`config.mk`:
```
export PLATFORM = sky130hd
export DESIGN_NAME = vreg_boost_ctrl
export DESIGN_NICKNAME = d
export VERILOG_FILES = /design/src/rtl/vrb_pkg.sv /design/src/rtl/vrb_wr_gate.sv /design/src/rtl/vrb_settle_timer.sv /design/src/rtl/vrb_seq_fsm.sv /design/src/rtl/vreg_boost_ctrl.sv
export SDC_FILE = /design/constraint.sdc
export NUM_CORES = 1
export LEC_CHECK = 0
export ABC_AREA = 1
export ABC_CLOCK_PERIOD_IN_PS = 2800
export BUFFER_PORTS_ARGS = -buffer_cell sky130_fd_sc_hd__buf_2
export CAP_MARGIN = 20
export CORE_MARGIN = 5
export CORE_UTILIZATION = 45
export DETAILED_ROUTE_END_ITERATION = 12
export HOLD_SLACK_MARGIN = 0.1
export PLACE_DENSITY = 0.66
export SYNTH_ARGS = -nofsm -noshare
export SYNTH_HDL_FRONTEND = slang
export SYNTH_HIERARCHICAL = 1
export SYNTH_SLANG_ARGS = --single-unit
```
`constraint.sdc`:
```
create_clock -name clk -period 2.8 [get_ports clk]
set_input_delay 0.14 -clock clk [delete_from_list [all_inputs] [get_ports clk]]
set_output_delay 0.14 -clock clk [all_outputs]
set_load 0.01 [all_outputs]
```
`src/rtl/vrb_pkg.sv`:
```
package vrb_pkg;

    typedef enum logic [2:0] {
        ST_OFF   = 3'd0,  // boosting disabled, normal level
        ST_PREP  = 3'd1,  // enabled, waiting for regulator preparation
        ST_RDY   = 3'd2,  // prepared, normal level
        ST_UP    = 3'd3,  // stalled, moving to over-drive level
        ST_BOOST = 3'd4,  // running at over-drive level
        ST_DOWN  = 3'd5,  // stalled, back to normal, enable kept
        ST_DROP  = 3'd6   // stalled, back to initial level, enable cleared
    } vrb_state_e;

    typedef struct packed {
        logic valid;
        logic en;
        logic sw;
    } vrb_cmd_t;

    function automatic logic st_stalls(vrb_state_e s);
        return (s == ST_UP) || (s == ST_DOWN) || (s == ST_DROP);
    endfunction

    function automatic logic st_ready(vrb_state_e s);
        return (s == ST_RDY) || (s == ST_UP) || (s == ST_BOOST) || (s == ST_DOWN);
    endfunction

    function automatic logic st_enabled(vrb_state_e s);
        return (s != ST_OFF) && (s != ST_DROP);
    endfunction

endpackage

```
`src/rtl/vrb_wr_gate.sv`:
```
module vrb_wr_gate
    import vrb_pkg::*;
(
    input  logic     wr_en,
    input  logic     wr_boost_en,
    input  logic     wr_boost_sw,
    input  logic     sysclk_is_pll,
    input  logic     stalled,
    output vrb_cmd_t cmd
);
    always_comb begin
        cmd.valid = wr_en && !sysclk_is_pll && !stalled;
        cmd.en    = wr_boost_en;
        cmd.sw    = wr_boost_sw;
    end
endmodule

```
`src/rtl/vrb_settle_timer.sv`:
```
module vrb_settle_timer #(
    parameter int unsigned TIMEOUT_CYC = 64
) (
    input  logic clk,
    input  logic rst,
    input  logic restart,
    input  logic waiting,
    input  logic clr,
    output logic first_cyc,
    output logic err
);
    localparam int unsigned CW = $clog2(TIMEOUT_CYC + 1);
    localparam logic [CW-1:0] LIMIT = CW'(TIMEOUT_CYC);

    logic [CW-1:0] cnt;
    logic          at_limit;

    assign at_limit  = (cnt == LIMIT);
    assign first_cyc = (cnt == '0);

    always_ff @(posedge clk) begin
        if (rst || restart) begin
            cnt <= '0;
        end else if (waiting && !at_limit) begin
            cnt <= cnt + 1'b1;
        end
    end

    always_ff @(posedge clk) begin
        if (rst || clr) begin
            err <= 1'b0;
        end else if (waiting && at_limit) begin
            err <= 1'b1;
        end
    end


    err_needs_wait_chk: assert property (@(posedge clk) disable iff (rst)
        $rose(err) |-> $past(waiting));


    err_clear_chk: assert property (@(posedge clk) disable iff (rst)
        clr |=> !err);
endmodule

```
`src/rtl/vrb_seq_fsm.sv`:
```
module vrb_seq_fsm
    import vrb_pkg::*;
(
    input  logic     clk,
    input  logic     rst,
    input  vrb_cmd_t cmd,
    input  logic     stop_exit,
    input  logic     avail,
    input  logic     reg_settled,
    input  logic     first_cyc,
    output logic     phase_start,
    output logic     waiting,
    output logic     boost_en_q,
    output logic     boost_sw_q,
    output logic     boost_ready,
    output logic     switch_ready,
    output logic     clk_stall,
    output logic     reg_prep_req,
    output logic     reg_boost_sel
);
    vrb_state_e state, nxt;
    logic       done;

    assign done = reg_settled && !first_cyc;

    always_comb begin
        nxt = state;
        unique case (state)
            ST_OFF:   if (cmd.valid && cmd.en) nxt = ST_PREP;
            ST_PREP:  if (cmd.valid && !cmd.en) nxt = ST_OFF;
                      else if (avail && done) nxt = ST_RDY;
            ST_RDY:   if (cmd.valid && !cmd.en) nxt = ST_OFF;
                      else if (cmd.valid && cmd.sw) nxt = ST_UP;
            ST_UP:    if (done) nxt = ST_BOOST;
            ST_BOOST: if (cmd.valid && !cmd.en) nxt = ST_DROP;
                      else if (cmd.valid && !cmd.sw) nxt = ST_DOWN;
            ST_DOWN:  if (done) nxt = ST_RDY;
            ST_DROP:  if (done) nxt = ST_OFF;
            default:  nxt = ST_OFF;
        endcase
        if (stop_exit) nxt = ST_OFF;
    end

    always_ff @(posedge clk) begin
        if (rst) state <= ST_OFF;
        else     state <= nxt;
    end

    assign phase_start   = (nxt != state);
    assign clk_stall     = st_stalls(state);
    assign waiting       = clk_stall || ((state == ST_PREP) && avail);
    assign boost_en_q    = st_enabled(state);
    assign boost_sw_q    = (state == ST_UP) || (state == ST_BOOST);
    assign boost_ready   = st_ready(state);
    assign switch_ready  = (state == ST_BOOST) || (state == ST_DOWN) || (state == ST_DROP);
    assign reg_prep_req  = (state != ST_OFF) && avail;
    assign reg_boost_sel = boost_sw_q;


    sw_needs_ready_chk: assert property (@(posedge clk) disable iff (rst)
        $rose(boost_sw_q) |-> $past(boost_ready));


    pll_hold_chk: assert property (@(posedge clk) disable iff (rst)
        (!cmd.valid && !stop_exit) |=> $stable(boost_en_q));


    drop_clears_sw_chk: assert property (@(posedge clk) disable iff (rst)
        $fell(boost_en_q) |-> !boost_sw_q);


    stop_clear_chk: assert property (@(posedge clk) disable iff (rst)
        stop_exit |=> (!boost_en_q && !boost_sw_q && !clk_stall && !switch_ready));


    unavail_chk: assert property (@(posedge clk) disable iff (rst)
        (!avail && !boost_ready) |=> !boost_ready);
endmodule

```
`src/rtl/vreg_boost_ctrl.sv`:
```
module vreg_boost_ctrl
    import vrb_pkg::*;
#(
    parameter int unsigned TIMEOUT_CYC = 64
) (
    input  logic clk,
    input  logic rst,
    input  logic wr_en,
    input  logic wr_boost_en,
    input  logic wr_boost_sw,
    input  logic sysclk_is_pll,
    input  logic stop_exit,
    input  logic supply_low,
    input  logic reg_bypass,
    input  logic reg_settled,
    output logic boost_en_q,
    output logic boost_sw_q,
    output logic boost_ready,
    output logic switch_ready,
    output logic clk_stall,
    output logic reg_prep_req,
    output logic reg_boost_sel,
    output logic settle_err
);
    vrb_cmd_t cmd;
    logic     phase_start, waiting, first_cyc, avail;

    assign avail = !supply_low && !reg_bypass;

    vrb_wr_gate u_gate (
        .wr_en         (wr_en),
        .wr_boost_en   (wr_boost_en),
        .wr_boost_sw   (wr_boost_sw),
        .sysclk_is_pll (sysclk_is_pll),
        .stalled       (clk_stall),
        .cmd           (cmd)
    );

    vrb_seq_fsm u_fsm (
        .clk           (clk),
        .rst           (rst),
        .cmd           (cmd),
        .stop_exit     (stop_exit),
        .avail         (avail),
        .reg_settled   (reg_settled),
        .first_cyc     (first_cyc),
        .phase_start   (phase_start),
        .waiting       (waiting),
        .boost_en_q    (boost_en_q),
        .boost_sw_q    (boost_sw_q),
        .boost_ready   (boost_ready),
        .switch_ready  (switch_ready),
        .clk_stall     (clk_stall),
        .reg_prep_req  (reg_prep_req),
        .reg_boost_sel (reg_boost_sel)
    );

    vrb_settle_timer #(.TIMEOUT_CYC(TIMEOUT_CYC)) u_timer (
        .clk       (clk),
        .rst       (rst),
        .restart   (phase_start),
        .waiting   (waiting),
        .clr       (cmd.valid || stop_exit),
        .first_cyc (first_cyc),
        .err       (settle_err)
    );


    stall_ignore_chk: assert property (@(posedge clk) disable iff (rst)
        (clk_stall && !stop_exit && !$past(stop_exit)) |=> $stable(boost_en_q));
endmodule

```
==> flow_summary_export.csv <==
group,metric,value,unit
status,status,"completed",
floorplanning,io-pin-count,18,
synthesis,ys_ff_latch,11,
route,wl_per_cell,10.7,µm
min_path,min_path_type,"input port to flip-flop",
global_routing,antenna_found_initial,0,
flow_run,maxCapViolCount,0,
global_routing,grt_pass1_vias,927,
placement,placed_area,1130,µm²
critical_path,critPathArrivalTime,2.67,ns
sta,whs,0.207,ns
floorplanning,start_util,48.3,%
clock_tree,cts_tree,"yes",
route,firstDrtPassIters,4,
global_routing,grt-ovfl-total,0,
layout,nNetsFinal,192,
critical_path,startpoint_type,"flip-flop",
critical_path,crit_type,"flip-flop to flip-flop",
sta,fmax,0.405,GHz
synthesis,syn_nets,176,
clock_tree,cts_buffers,3,
global_routing,grt.met3_usage,3.92,%
pwr,ir_drop,0.182,mV
layout,design_area,1170,µm²
sta,tightest_slew,1.04,ns
synthesis,yosysSeqAreaShare,20.2,%
pwr,p_leak,0.570,nW
route,ant_nets,0,
clock_tree,clock-sinks,11,
critical_path,worstPathMaxFanout,6,
sta,finalCriticalPeriod,2.47,ns
pwr,power-per-cell-area,253,nW/µm²
synthesis,ys_warn_count,6,
placement,gp_congestion,0.874,
global_routing,grt_pass1_wl,3.92,mm
synthesis,ys_types,32,
min_path,hold_depth,5,
sta,skew,0.00389,ns
placement,numPortBuffers,17,
sta,fin_tns_setup,0,ns
route,vias,1041,
critical_path,worstSetupEndpointType,"flip-flop",
floorplanning,dieArea,3500,µm²
critical_path,worst-r2r-cell-count,20,
route,drc,0,
floorplanning,core-area,2250,µm²
sta,slew_violations,0,
clock_tree,clkTransAtPathRegs,0.07,ns
clock_tree,h-tree-depth,1,
synthesis,netlist.area_leader.share,20.2,%
sta,setup_viol,0,
synthesis,yosys.area.top_type,"dfxtp_1",
synthesis,synthCells,164,
global_routing,groute.layer.met2.usage,20.9,%
synthesis,synth-main-ff-cell,"dfxtp_1",
global_routing,grt_busiest_layer,"met2",
global_routing,grt_max_degree,12,
layout,synthToLayoutAreaGrowth,7.47,%
synthesis,syn-cell-area,1090,µm²
route,dr.first_iter.drc_count,27,
layout,antennaDiodeCount,0,
clock_tree,clock_path_buffers,2,
sta,rsz0062_at_grt,"false",
floorplanning,die_x,59.2,µm
sta,hold_violations,0,
clock_tree,clock_tree.root_cell,"clkbuf_4",
layout,drive_gt1_share,29.6,%
synthesis,syn_area_per_cell,6.64,µm²
placement,dp_hpwl,1.76,mm
sta,maxSlewHeadroom,30.5,%
sta,period_share,88.2,%
floorplanning,dieHeight,59.2,µm
synthesis,yosys-top-cells-area,"dfxtp_1, nand2_1, inv_1",
route,viasPerCell,5.03,
synthesis,async_reset_ff_share,0,%
floorplanning,num_rows,17,
global_routing,grt.total_usage,14.2,%
route,wl,2.21,mm
synthesis,synth-edff-count,0,
critical_path,required,3.00,ns
global_routing,grt_use_met1,19.5,%
clock_tree,clk_latency,0.27,ns
==> final timing paths <==
| path | startpoint | endpoint | slack (ns) |
|---|---|---|---|
| hold reg to reg | u_timer/err | u_timer/err | 0.47 |
| setup / recovery | u_fsm/state[1] | u_timer/cnt[0] | 0.33 |
| hold / removal | stop_exit | u_timer/err | 0.21 |
| setup reg to reg | u_fsm/state[1] | u_timer/cnt[0] | 0.33 |
==> cell type report <==
| class | count | area, µm² |
|---|---|---|
| Timing Repair Buffer | 19 | 103 |
| Sequential cell | 11 | 221 |
| Tap cell | 28 | 35.0 |
| Multi-Input combinational cell | 117 | 664 |
| Fill cell | 249 | 1080 |
| Inverter | 28 | 120 |
| Clock buffer | 4 | 26.3 |
==> Yosys cell counts (3+ instances only) <==
master,instances
nand4_1,5
buf_4,3
nand3_2,7
dfxtp_1,11
inv_1,22
nand2_1,41
nor2_2,4
nor2_1,15
a21oi_1,7
buf_6,3
nand3_1,14
inv_2,3
nand2_2,5
==> per-layer routing <==
layer	vias to the layer above	wire, µm
met5	-	0
met2	36	983
met4	0	30
met1	458	1020
li1	543	-
met3	4	182
==> registers in the layout, summed over array words and instances (netlist names) <==
signal and flops:
u_timer/err 1, u_fsm/state 3, u_timer/cnt 7
==> kinds of logic (layout without fill, tap and decap cells) <==
group           count (synthesis)  after routing  synth area share (%)
simple gates                  100            100                  50.5
buf+inv                        36             51                  18.7
xor+xnor                        1              1                 0.805
compound gates                 14             14                  7.47
fa+ha+maj                       2              2                  2.30
flops                          11             11                  20.2
==> power breakdown <==
part / internal (W) / total [W] / leakage, nW / switching, W
combinational: 0.0000123 / 0.0000291 / 0.466 / 0.0000168
sequential: 0.000157 / 0.000158 / 0.0891 / 0.00000169
clock: 0.0000552 / 0.000108 / 0.0150 / 0.0000529
total: 0.000224 / 0.000296 / 0.570 / 0.0000715
==> cell usage in the layout (no fill, tap or decap) <==
cell           count
a21oi_1            7
a21oi_2            2
a31oi_1            1
buf_2             17
buf_4              1
clkbuf_1           1
clkbuf_4           3
dfxtp_1           10
dfxtp_2            1
dlygate4sd3_1      1
ha_1               2
inv_1             22
inv_2              3
inv_4              1
inv_6              1
inv_8              1
nand2_1           41
nand2_2            5
nand2_4            2
nand2_8            1
nand3_1           14
nand3_2            7
nand4_1            5
nor2_1            15
nor2_2             4
nor2_4             1
nor2_8             2
nor3_1             1
nor4_1             1
o211ai_1           1
o21ai_0            2
o21ai_1            1
or2_2              1
xor2_1             1
==> metrics by stage <==
stage	power (W)	std cells	worst slack, ns	utilization [%]
floorplan	0.000182	164	0.784	-
global placement	0.000190	202	0.280	50.2
detailed placement	0.000190	202	0.237	50.2
CTS	0.000301	207	0.232	51.8
global route	0.000312	207	0.00642	51.9
finish	0.000296	207	0.329	51.9
==> critical path, cell delays in order (launching register included) <==
cell and delay (ns):
dfxtp_1 0.41, buf_4 0.21, nand3_2 0.08, nand2_1 0.10, inv_1 0.11, nand2_1 0.09
nor2_2 0.15, inv_1 0.05, nor2_1 0.14, nand3_1 0.10, nand2_1 0.09, nor2_1 0.05
nand2_1 0.08, nand2_1 0.07, nand2_1 0.06, nand2_1 0.05, inv_1 0.04, nand2_1 0.04
nor2_1 0.17, inv_1 0.15, a21oi_1 0.14
==> what timing repair did <==
item,CTS,global route
setup buffers,0,0
hold buffers,1,0
resized for setup,0,1
hold endpoints to repair,3,0
setup endpoints to repair,0,5
No activity file was read; power rests on OpenSTA's default activity.
